[src/rtl/fskrx_pkg.sv]
package fskrx_pkg;
  // strobes issued by the frame sequencer to the datapath and host side
  typedef struct packed {
    logic sampleAny;  // a valid mid-cell sample of any cell of a character
    logic shiftData;  // mid-cell sample of a data cell
    logic frameEnd;   // mid-cell sample of the stop cell
  } rxStb_t;
endpackage

[src/rtl/fskrx_ctrl.sv]
module fskrx_ctrl
  import fskrx_pkg::*;
#(
  parameter int BIT_CYC  = 2976,
  parameter int HALF_CYC = 1488
) (
  input  logic   clk,
  input  logic   rstN,
  input  logic   pwrDnN,
  input  logic   qData,
  output rxStb_t stb
);
  localparam int CW = $clog2(BIT_CYC);
  localparam logic [CW-1:0] MID  = CW'(HALF_CYC - 1);
  localparam logic [CW-1:0] LAST = CW'(BIT_CYC - 1);

  logic          active;
  logic [CW-1:0] cnt;
  logic [3:0]    bitIdx;
  logic          atMid;
  logic          falseStart;

  always_comb begin
    atMid          = active && (cnt == MID);
    falseStart     = atMid && (bitIdx == 4'd0) && qData;
    stb.sampleAny  = atMid && !falseStart;
    stb.shiftData  = atMid && (bitIdx >= 4'd1) && (bitIdx <= 4'd8);
    stb.frameEnd   = atMid && (bitIdx == 4'd9);
  end

  always_ff @(posedge clk or negedge rstN) begin
    if (!rstN) begin
      active <= 1'b0;
      cnt    <= '0;
      bitIdx <= '0;
    end else if (!pwrDnN) begin
      active <= 1'b0;
      cnt    <= '0;
      bitIdx <= '0;
    end else if (!active) begin
      if (!qData) begin
        active <= 1'b1;
        cnt    <= '0;
        bitIdx <= '0;
      end
    end else if (falseStart || stb.frameEnd) begin
      active <= 1'b0;
    end else if (cnt == LAST) begin
      cnt    <= '0;
      bitIdx <= bitIdx + 4'd1;
    end else begin
      cnt <= cnt + 1'b1;
    end
  end
endmodule

[src/rtl/fskrx_dp.sv]
module fskrx_dp
  import fskrx_pkg::*;
#(
  parameter int HALF_CYC = 1488
) (
  input  logic       clk,
  input  logic       rstN,
  input  logic       pwrDnN,
  input  logic       rxBit,
  input  logic       carrierIn,
  input  rxStb_t     stb,
  output logic       qData,
  output logic [7:0] shByte,
  output logic       stopErr,
  output logic       clkPulse,
  output logic       carrierQ
);
  localparam int PW = $clog2(HALF_CYC + 1);

  logic [7:0]    shReg;
  logic [PW-1:0] pulCnt;

  assign qData    = carrierIn ? rxBit : 1'b1;
  assign shByte   = shReg;
  assign stopErr  = stb.frameEnd && !qData;
  assign clkPulse = (pulCnt != '0);

  always_ff @(posedge clk or negedge rstN) begin
    if (!rstN) begin
      shReg    <= '0;
      pulCnt   <= '0;
      carrierQ <= 1'b0;
    end else if (!pwrDnN) begin
      shReg    <= '0;
      pulCnt   <= '0;
      carrierQ <= 1'b0;
    end else begin
      carrierQ <= carrierIn;
      if (stb.shiftData) shReg <= {qData, shReg[7:1]};
      if (stb.sampleAny)      pulCnt <= PW'(HALF_CYC);
      else if (pulCnt != '0)  pulCnt <= pulCnt - 1'b1;
    end
  end
endmodule

[src/rtl/fskrx_hostif.sv]
module fskrx_hostif #(
  parameter int TMO_CYC = 26784
) (
  input  logic       clk,
  input  logic       rstN,
  input  logic       pwrDnN,
  input  logic       byteMode,
  input  logic       hostClk,
  input  logic       frameEnd,
  input  logic [7:0] newByte,
  input  logic       stopErr,
  output logic       readyN,
  output logic       bitOut,
  output logic       frameErr,
  output logic       overrun
);
  localparam int TW = $clog2(TMO_CYC + 1);

  logic [2:0]    syncQ;
  logic [7:0]    holdReg;
  logic [2:0]    idx;
  logic          unread;
  logic [TW-1:0] tmoCnt;
  logic          rise;
  logic          load;
  logic          lastEdge;

  assign rise     = syncQ[1] & ~syncQ[2];
  assign load     = frameEnd & byteMode;
  assign lastEdge = rise & unread & (idx == 3'd7);
  assign bitOut   = unread ? holdReg[idx] : 1'b1;

  always_ff @(posedge clk or negedge rstN) begin
    if (!rstN) begin
      syncQ    <= '0;
      holdReg  <= '0;
      idx      <= '0;
      unread   <= 1'b0;
      readyN   <= 1'b1;
      tmoCnt   <= '0;
      frameErr <= 1'b0;
      overrun  <= 1'b0;
    end else if (!pwrDnN) begin
      syncQ    <= '0;
      holdReg  <= '0;
      idx      <= '0;
      unread   <= 1'b0;
      readyN   <= 1'b1;
      tmoCnt   <= '0;
      frameErr <= 1'b0;
      overrun  <= 1'b0;
    end else begin
      syncQ <= {syncQ[1:0], hostClk};
      if (load) begin
        holdReg  <= newByte;
        idx      <= '0;
        unread   <= 1'b1;
        readyN   <= 1'b0;
        tmoCnt   <= TW'(TMO_CYC);
        frameErr <= stopErr;
        overrun  <= unread & ~lastEdge;
      end else begin
        if (rise && unread) begin
          if (idx == 3'd7) begin
            unread <= 1'b0;
            idx    <= '0;
          end else begin
            idx <= idx + 3'd1;
          end
        end
        if (!readyN) begin
          if (lastEdge || tmoCnt == TW'(1)) readyN <= 1'b1;
          else                              tmoCnt <= tmoCnt - 1'b1;
        end
      end
    end
  end
endmodule

[src/rtl/fsk_rx_if.sv]
module fsk_rx_if #(
  parameter int BIT_CYC = 2976
) (
  input  logic clk,
  input  logic rstN,
  input  logic pwrDnN,
  input  logic byteMode,
  input  logic rxBit,
  input  logic carrierIn,
  input  logic hostClk,
  output logic dataOut,
  output logic clkOut,
  output logic readyN,
  output logic frameErr,
  output logic overrun,
  output logic carrierOut
);
  import fskrx_pkg::*;

  localparam int HALF_CYC = BIT_CYC / 2;
  localparam int TMO_CYC  = 9 * BIT_CYC;

  rxStb_t     stb;
  logic       qData;
  logic [7:0] shByte;
  logic       stopErr;
  logic       clkPulse;
  logic       bitOut;
  logic       readyInt;

  fskrx_ctrl #(.BIT_CYC(BIT_CYC), .HALF_CYC(HALF_CYC)) u_ctrl (
    .clk(clk), .rstN(rstN), .pwrDnN(pwrDnN), .qData(qData), .stb(stb)
  );

  fskrx_dp #(.HALF_CYC(HALF_CYC)) u_dp (
    .clk(clk), .rstN(rstN), .pwrDnN(pwrDnN), .rxBit(rxBit),
    .carrierIn(carrierIn), .stb(stb), .qData(qData), .shByte(shByte),
    .stopErr(stopErr), .clkPulse(clkPulse), .carrierQ(carrierOut)
  );

  fskrx_hostif #(.TMO_CYC(TMO_CYC)) u_host (
    .clk(clk), .rstN(rstN), .pwrDnN(pwrDnN), .byteMode(byteMode),
    .hostClk(hostClk), .frameEnd(stb.frameEnd), .newByte(shByte),
    .stopErr(stopErr), .readyN(readyInt), .bitOut(bitOut),
    .frameErr(frameErr), .overrun(overrun)
  );

  assign dataOut = (!pwrDnN || !rstN) ? 1'b1 : (byteMode ? bitOut : qData);
  assign clkOut  = pwrDnN && !byteMode && clkPulse;
  assign readyN  = readyInt || !pwrDnN;
endmodule

[config.mk]
export PLATFORM = sky130hd
export DESIGN_NAME = fsk_rx_if
export DESIGN_NICKNAME = d
export VERILOG_FILES = /design/src/rtl/fskrx_pkg.sv /design/src/rtl/fskrx_ctrl.sv /design/src/rtl/fskrx_dp.sv /design/src/rtl/fskrx_hostif.sv /design/src/rtl/fsk_rx_if.sv
export SDC_FILE = /design/constraint.sdc
export NUM_CORES = 1
export LEC_CHECK = 0
export ABC_AREA = 1
export BUFFER_PORTS_ARGS = -buffer_cell sky130_fd_sc_hd__buf_2
export CAP_MARGIN = 20
export CORE_UTILIZATION = 48
export DETAILED_ROUTE_END_ITERATION = 7
export PLACE_DENSITY_LB_ADDON = 0.2
export SLEW_MARGIN = 25
export SYNTH_ARGS = -nofsm -noshare
export SYNTH_HDL_FRONTEND = slang
export SYNTH_SLANG_ARGS = --single-unit
[constraint.sdc]
create_clock -name clk -period 3.4 [get_ports clk]
set_clock_uncertainty 0.05 [all_clocks]
set_input_delay 0.51 -clock clk [delete_from_list [all_inputs] [get_ports clk]]
set_output_delay 0.51 -clock clk [all_outputs]
set_load 0.02 [all_outputs]
==> impl_summary.log, run 1 <==
INFO  metric post_cts_resize_count = 0
INFO  metric largest_net_degree_at_the_start_of_global_routing = 71
INFO  metric clock_latency = around 0.35 ns
INFO  metric pin_count = 13
INFO  metric synth_compound_area_share = approximately 9%
INFO  metric postSynth.topFlopCell = sky130_fd_sc_hd__dfrtp_1
INFO  metric yosys_warnings = 0
INFO  metric run_status = finished clean
INFO  metric dp_hpwl = between 5000 and 6000 um
INFO  metric total_power_consumption_of_the_routed_design = ~2.2 mW
INFO  metric start_util = 50.65%
INFO  metric netlist_instances = 530
INFO  metric finalHoldWorstSlack = just under 0.3 ns
INFO  metric synth_xor_xnor_area_share = about 2.8%
INFO  metric p_leak = 2.205 nW
INFO  metric relSlewSlack = approximately 41%
INFO  metric numCtsBuffers = 9
INFO  metric final_cell_area = 0.004362 mm2
INFO  metric global_route.usage.total = between 20 and 25%
INFO  metric synthesis.area_per_instance = about 7.5 um2
INFO  metric cts-root-buf = sky130_fd_sc_hd__clkbuf_8
INFO  metric min_path_type = in -> reg
INFO  metric critPathArrivalTime = between 1.5 and 2 ns
INFO  metric initial_antenna_violation_count = 0
INFO  metric final-setup-viol-count = 0
INFO  metric pre_cts_slack = approximately 1.3 ns
INFO  metric final_min_period_over_clock_period = about two thirds
INFO  metric final.setup.tns = 0 ns
INFO  metric drt-total-wl = around 8300 um
INFO  metric antenna_cells_inserted = 0
INFO  metric placement.cell_area = slightly above 0.004 mm2
INFO  metric final_layout_size_suffix_gt1_share = around 11%
INFO  metric syn_to_final_growth = 9.176%
INFO  metric setup_ws_post_layout = between 1 and 1.5 ns
INFO  metric core_region_area = slightly below 0.008 mm2
INFO  metric distinct_cell_type_count_after_synthesis = 37
INFO  metric critPathKind = reg -> out
INFO  metric max_fanout_on_critical_path = 8
INFO  metric sequential_fraction_of_the_synthesis_area = a little over two fifths
INFO  metric globalRoute.totalOverflow = 0
INFO  metric cts_num_sinks = 70
INFO  metric synth_top_family_by_area = simple AND/OR/NAND/NOR gates
INFO  metric report.final.slew_viol_count = 0
INFO  metric ys_seq_elements = 70
INFO  metric final.fill_count = between 700 and 800
INFO  metric syn-cell-area = about 0.004 mm2
INFO  metric async_flop_share = 100.0%
INFO  metric rsz0062_at_grt = no
INFO  metric power.ir.vdd_worst = 0.2934 mV
INFO  metric design.die.area = ~0.0087 mm2
INFO  metric hold_buffers = 0
INFO  metric detail_route.drc_violations = 0
INFO  metric first_global_vias = roughly 3,200
INFO  metric fmaxAchievable = 440.8 MHz
INFO  metric drv.max_cap_violation_count = 0
INFO  metric die_width = roughly 93 um
INFO  metric post-route-min-period = around 2.3 ns
INFO  metric mappedNetlistNets = ~550
INFO  metric detail_route.vias_per_cell = between 5 and 6
INFO  metric cts.clk_slew.worst_paths = approximately 0.080 ns
INFO  metric dominant_cell_type_by_area_after_synthesis = sky130_fd_sc_hd__dfrtp_1
INFO  metric synth_simple_gate_area_share = between 30% and 40%
INFO  metric synth.top_cells.by_area = sky130_fd_sc_hd__dfrtp_1 (43%), sky130_fd_sc_hd__nand2_1 (15%), sky130_fd_sc_hd__nor2_1 (6.4%), sky130_fd_sc_hd__inv_1 (5.7%), sky130_fd_sc_hd__nand3_1 (4.5%)
INFO  metric tritoncts = done
INFO  metric port_buffers = 12
INFO  metric post-synth-top-area-fraction = between 40% and 50%
INFO  metric drt_first_pass_iters = 5
INFO  metric grt_first_pass_wirelength = ~15,000 um
INFO  metric detail_route.iter0.violations = 197
INFO  metric worst-slew-pin-transition = between 0.8 and 0.9 ns
INFO  metric data_required_time_of_the_worst_path = approximately 2.8 ns
INFO  metric power_density = ~500 mW/mm2
INFO  metric avgRoutedWirePerCell = around 13 um
INFO  metric cp-end-kind = output pin
INFO  metric postCtsSetupRepairBufs = 0
INFO  metric cts.htree.levels = 3
INFO  metric synth-adder-area-share = roughly 3.1%
INFO  metric gp_routability_congestion = about 0.87
INFO  metric ant_nets = 0
INFO  metric ctsLongestPathBuffers = 2
INFO  metric start_kind = flip-flop
INFO  metric num-nets-final = 564
INFO  metric timing_hold_violations_final = 0
INFO  metric synth_edf_count = 0
INFO  metric die_y = just over 90 um
INFO  metric dr_total_vias = between 3,000 and 4,000
INFO  metric std_cell_rows = 32
INFO  metric synthMuxAreaShare = 0%
==> cell type report <==
cell class / instances / area, um2 / area share, %
Inverter: 66 / 251.5 / 5.766
Clock buffer: 11 / 141.4 / 3.242
Multi-Input combinational cell: 386 / 1931 / 44.26
Sequential cell: 70 / 1753 / 40.19
Tap cell: 102 / 127.6 / 2.926
Timing Repair Buffer: 14 / 75.07 / 1.721
Clock inverter: 5 / 82.58 / 1.893
==> through the flow <==
| step | utilization, % | cells |
|---|---|---|
| after floorplan | - | 530 |
| after global placement | 52.46 | 638 |
| after detailed placement | 52.46 | 638 |
| after CTS | 55.30 | 654 |
| after global routing | 55.30 | 654 |
| final | 55.30 | 654 |
==> synth_stat cells, types with 2 or more instances <==
cell type	count
sky130_fd_sc_hd__o31ai_1	2
sky130_fd_sc_hd__nor2_1	68
sky130_fd_sc_hd__nor2_2	4
sky130_fd_sc_hd__o211ai_1	5
sky130_fd_sc_hd__nand2_2	4
sky130_fd_sc_hd__o21ai_1	11
sky130_fd_sc_hd__nand3_1	36
sky130_fd_sc_hd__ha_1	10
sky130_fd_sc_hd__a21oi_1	13
sky130_fd_sc_hd__o21ai_2	7
sky130_fd_sc_hd__nor2_4	4
sky130_fd_sc_hd__or2_2	4
sky130_fd_sc_hd__xor2_1	9
sky130_fd_sc_hd__buf_6	3
sky130_fd_sc_hd__inv_2	3
sky130_fd_sc_hd__nand4_1	12
sky130_fd_sc_hd__nand2_1	160
sky130_fd_sc_hd__nor3_1	6
sky130_fd_sc_hd__o21bai_1	5
sky130_fd_sc_hd__xnor2_1	4
sky130_fd_sc_hd__nand2_4	2
sky130_fd_sc_hd__buf_2	3
sky130_fd_sc_hd__inv_1	61
sky130_fd_sc_hd__o21ai_0	13
sky130_fd_sc_hd__dfrtp_1	69
==> layout by cell type (no fill, tap or decap), types with 2 or more instances in the layout <==
master,Yosys,layout
sky130_fd_sc_hd__dfrtp_1,69,69
sky130_fd_sc_hd__clkbuf_8,0,10
sky130_fd_sc_hd__o21ai_0,13,13
sky130_fd_sc_hd__o21ai_2,7,7
sky130_fd_sc_hd__o21bai_1,5,5
sky130_fd_sc_hd__nand3_1,36,36
sky130_fd_sc_hd__inv_1,61,61
sky130_fd_sc_hd__inv_2,3,3
sky130_fd_sc_hd__nor2_4,4,4
sky130_fd_sc_hd__nand2_4,2,2
sky130_fd_sc_hd__o31ai_1,2,2
sky130_fd_sc_hd__ha_1,10,10
sky130_fd_sc_hd__a21oi_1,13,13
sky130_fd_sc_hd__buf_4,1,2
sky130_fd_sc_hd__o21ai_1,11,11
sky130_fd_sc_hd__nor2_2,4,4
sky130_fd_sc_hd__bufinv_16,0,2
sky130_fd_sc_hd__nor2_1,68,68
sky130_fd_sc_hd__or2_2,4,4
sky130_fd_sc_hd__nand2_1,160,160
sky130_fd_sc_hd__nor3_1,6,6
sky130_fd_sc_hd__clkinvlp_4,0,3
sky130_fd_sc_hd__o211ai_1,5,5
sky130_fd_sc_hd__nand2_2,4,4
sky130_fd_sc_hd__xor2_1,9,9
sky130_fd_sc_hd__buf_2,3,12
sky130_fd_sc_hd__nand4_1,12,12
sky130_fd_sc_hd__xnor2_1,4,4
==> flip-flops by register name, indices dropped and copies added, names as in the netlist <==
register         cells
u_dp.carrierQ        1
u_host.holdReg       8
u_ctrl.bitIdx        4
u_host.readyN        1
u_dp.shByte          8
u_host.overrun       1
u_host.idx           3
u_ctrl.active        1
u_ctrl.cnt          12
u_host.tmoCnt       15
u_host.unread        1
u_host.frameErr      1
u_dp.pulCnt         11
u_host.syncQ         3
==> worst max-delay path, cell delays in order, from the launching register on <==
cell and delay (ns):
sky130_fd_sc_hd__dfrtp_1 0.42, sky130_fd_sc_hd__nor2_1 0.15, sky130_fd_sc_hd__nand2_1 0.09, sky130_fd_sc_hd__nor2_1 0.11, sky130_fd_sc_hd__nand4_2 0.21, sky130_fd_sc_hd__nand2_1 0.18, sky130_fd_sc_hd__nor2_1 0.05, sky130_fd_sc_hd__buf_2 0.15
==> cells by family (layout without fill, tap and decap cells) <==
logic type | Yosys count | in the layout
simple gates | 305 | 305
buf+inv | 74 | 96
flops | 70 | 70
compound gates | 58 | 58
xor+xnor | 13 | 13
fa+ha+maj | 10 | 10
==> path summary, 6_finish.rpt <==
check                                start               end  slack [ns]  cells after the start
setup / recovery            u_dp.pulCnt[5]            clkOut        1.13                      7
hold reg to reg            u_host.syncQ[0]   u_host.syncQ[1]        0.39                      2
setup reg to reg             u_host.idx[0]  u_host.tmoCnt[1]        1.32                      7
hold / removal                     hostClk   u_host.syncQ[0]        0.29                      3
max in group asynchronous             rstN     u_host.idx[2]        2.36                      2
min in group asynchronous             rstN    u_dp.pulCnt[8]        0.35                      2
==> power by group <==
| part | internal (mW) | leakage (nW) | switching (mW) |
|---|---|---|---|
| Combinational | 0.189 | 1.14 | 0.306 |
| Sequential | 0.897 | 0.959 | 0.0561 |
| Clock | 0.433 | 0.102 | 0.324 |
==> per-layer routing <==
metal  track usage (%)  vias up  wire (um)
li1                  -     1710          -
met1             27.93     1576       3892
met2             35.66       50       4105
met3             5.203        2        297
met4             6.282        0         40
met5                 0        -          0
Note: power is estimated with default switching activity, not from simulation.
==> run 2, diff against run 1 <==
==> constraint.sdc (replaced) <==
create_clock -name clk -period 2.06 [get_ports clk]
set_clock_uncertainty 0.05 [all_clocks]
set_input_delay 0.309 -clock clk [delete_from_list [all_inputs] [get_ports clk]]
set_output_delay 0.309 -clock clk [all_outputs]
set_load 0.02 [all_outputs]
==> impl_summary.log, run 2 (same netlist as run 1, synthesis figures left out) <==
INFO  metric run_status = finished clean
INFO  metric ctsLongestPathBuffers = 2 (unchanged)
INFO  metric ant_nets = 0 (unchanged)
INFO  metric largest_register_ffs = 15 (unchanged)
INFO  metric internal-power = 2.778 mW (+83%)
INFO  metric critPathArrivalTime = 1.63 ns (-0.08 ns)
INFO  metric grt.met2_usage = 35.54% (-0.12 points)
INFO  metric die_y = 93.23 um (unchanged)
INFO  metric power_density = 874.0 mW/mm2 (+73%)
INFO  metric rsz0062_at_grt = yes
INFO  metric global_route.usage.met1 = 28.89% (+0.96 points)
INFO  metric net-switching-power = 1.131 mW (+65%)
INFO  metric dr_total_vias = 3,422 (+2.5%)
INFO  metric gr-usage-met3 = 3.252% (-2.0 points)
INFO  metric max_fanout_on_critical_path = 5 (-3)
INFO  metric report.final.slew_viol_count = 0 (unchanged)
INFO  metric largest_registers = u_host.tmoCnt (15), u_ctrl.cnt (12), u_dp.pulCnt (11)
INFO  metric global_route.usage.total = 21.70% (+0.19 points)
INFO  metric worst-slew-pin-transition = 0.9024 ns (+0.02209 ns)
INFO  metric timing_hold_violations_final = 0 (unchanged)
INFO  metric hp-start = hostClk
INFO  metric final-setup-viol-count = 0 (unchanged)
INFO  metric worst_reg_to_reg_setup_slack = 0.21 ns (-1.11 ns)
INFO  metric mostFrequentLayoutCells = sky130_fd_sc_hd__nand2_1 (159), sky130_fd_sc_hd__dfrtp_1 (69), sky130_fd_sc_hd__nor2_1 (68)
INFO  metric power_frac_seq = 40.1% (-3.1 points)
INFO  metric start_util = 50.65% (unchanged)
INFO  metric detail_route.iter0.violations = 170 (-14%)
INFO  metric hold-path-cell-count = 3 (unchanged)
INFO  metric detail_route.drc_violations = 0 (unchanged)
INFO  metric design.die.area = 0.008692 mm2 (unchanged)
INFO  metric data_required_time_of_the_worst_path = 1.70 ns (-1.14 ns)
INFO  metric total_power_consumption_of_the_routed_design = 3.909 mW (+77%)
INFO  metric crit_slowest_cell = sky130_fd_sc_hd__dfrtp_1
INFO  metric relSlewSlack = 39.84% (-1.5 points)
INFO  metric detail_route.vias_per_cell = 5.185 (+1.6%)
INFO  metric die_width = 93.23 um (unchanged)
INFO  metric cts.clk_slew.worst_paths = 0.08 ns (about the same)
INFO  metric crit_chain = buf_6, nand2_1, o21ai_1, o211ai_1, nand3_1, nand2_1, nand2_2, buf_6
INFO  metric numCtsBuffers = 9 (unchanged)
INFO  metric final.fill_count = 741 (+0.27%)
INFO  metric timing.rr.start = u_host.idx[1]
INFO  metric fmaxAchievable = roughly 500 MHz
INFO  metric initial_antenna_violation_count = 0 (unchanged)
INFO  metric grt-busiest-layer = met2
INFO  metric start_kind = flip-flop
INFO  metric cts.htree.levels = 3 (unchanged)
INFO  metric cts-root-buf = sky130_fd_sc_hd__clkbuf_8
INFO  metric power.share.combinational = 21.3% (-1.1 points)
INFO  metric min_path_type = in -> reg
INFO  metric min_delay_worst_endpoint = u_host.syncQ[0]
INFO  metric first_global_vias = 3,251 (+2.1%)
INFO  metric critPathKind = reg -> out
INFO  metric port_buffers = 12 (unchanged)
INFO  metric finalHoldWorstSlack = 0.1034 ns (-0.1905 ns)
INFO  metric p_leak = 2.275 nW (+3.2%)
INFO  metric drt-total-wl = 8330 um (about the same)
INFO  metric largest_net_degree_at_the_start_of_global_routing = 71 (unchanged)
INFO  metric clock_latency = 0.34 ns (about the same)
INFO  metric clock_share_of_power = 38.5% (+4.2 points)
INFO  metric final_layout_size_suffix_gt1_share = 12.54% (+1.1 points)
INFO  metric drv.max_cap_violation_count = 0 (unchanged)
INFO  metric num-nets-final = 570 (+1.1%)
INFO  metric regToRegEndpoint = u_host.tmoCnt[8]
INFO  metric pin_count = 13 (unchanged)
INFO  metric antenna_cells_inserted = 0 (unchanged)
INFO  metric layout_commonest_cell = sky130_fd_sc_hd__nand2_1
INFO  metric tritoncts = done
INFO  metric grt_first_pass_wirelength = 14,870 um (+1.6%)
INFO  metric gp_routability_congestion = 0.8636 (-0.37%)
INFO  metric critical-path-max-stage-delay = 0.42 ns (about the same)
INFO  metric postLayoutCoreUtil = 56.71% (+1.4 points)
INFO  metric cp-end-kind = output pin
INFO  metric core_region_area = 0.007888 mm2 (unchanged)
INFO  metric cts_num_sinks = 70 (unchanged)
INFO  metric post-route-min-period = just under 2 ns
INFO  metric dp_hpwl = 5932 um (+0.32%)
INFO  metric registers.top_by_ff_count = u_host.tmoCnt
INFO  metric final_min_period_over_clock_period = a little over nine tenths
INFO  metric power.ir.vdd_worst = 0.3779 mV (+29%)
INFO  metric std_cell_rows = 32 (unchanged)
INFO  metric switching_share = 28.94% (-2.2 points)
INFO  metric drt_first_pass_iters = 5 (unchanged)
INFO  metric syn_to_final_growth = 11.96%
INFO  metric globalRoute.totalOverflow = 0 (unchanged)
INFO  metric avgRoutedWirePerCell = 12.62 um (-0.97%)
INFO  metric reg2regPathDepth = 7 (unchanged)
-- run 2: cell count changes in the layout (fill, tap and decap cells not counted), sizes merged --
cell and delta:
inv +1, bufinv +2, buf +6, clkinvlp -3
-- run 2: metal layers --
metal | vias up | part of all wire [%]
met5 | - | 0
met4 | 0 | 1.7
met3 | 12 | 3.1
met2 | 70 | 47
met1 | 1606 | 48
li1 | 1734 | -
-- run 2: how the worst max path moves through the flow --
stage	from	endpoint	slack [ns]
CTS	u_host.idx[0]	dataOut	0.02
global route	u_host.idx[0]	dataOut	-0.02
global placement	u_host.idx[1]	u_host.tmoCnt[4]	0.29
finish	u_host.idx[0]	dataOut	0.08
detailed placement	u_host.idx[1]	u_host.tmoCnt[2]	0.20
floorplan	u_host.idx[1]	u_host.tmoCnt[1]	0.41
-- run 2: layout make-up --
cell class                      instances  area [um2]  share of cell area, %
Clock buffer                           11       141.4                  3.161
Clock inverter                          5       128.9                  2.881
Inverter                               66       251.5                  5.622
Multi-Input combinational cell        386        1943                  43.44
Sequential cell                        70        1753                  39.19
Tap cell                              102       127.6                  2.853
Timing Repair Buffer                   20       127.6                  2.853
-- run 2: metrics by stage --
stage	setup WS [ns]	area, um2	instances	TNS (ns)
final	0.07579	4473	660	0
after global routing	-0.01965	4473	660	-0.01965
after CTS	0.02471	4438	658	0
after detailed placement	0.1950	4160	641	0
after global placement	0.2873	4160	641	0
after floorplan	0.4107	3995	530	0
-- run 2: timing repair --
action | CTS | global route
gates resized for setup | 0 | 7
hold buffers | 0 | 0
endpoints found under the setup margin | 1 | 6
pin swaps | 0 | 4
setup buffers | 1 | 1
cloned | 0 | 1
-- run 2: power by group through the flow --
stage	logic (mW)	registers [mW]	clock network, mW
2_1_floorplan	0.662	1.58	0
3_3_place_gp	0.802	1.59	0
3_5_place_dp	0.817	1.60	0
4_1_cts	0.845	1.57	1.53
5_1_grt	0.976	1.59	1.60
6_report	0.835	1.57	1.51
-- run 2: critical path: cells and delay by family, from the launching register on --
family	cells	cell delay, ns
DFF	1	0.42
and+or+nand+nor	4	0.34
AOI/OAI and AO/OA	2	0.26
buffers and inverters	2	0.27
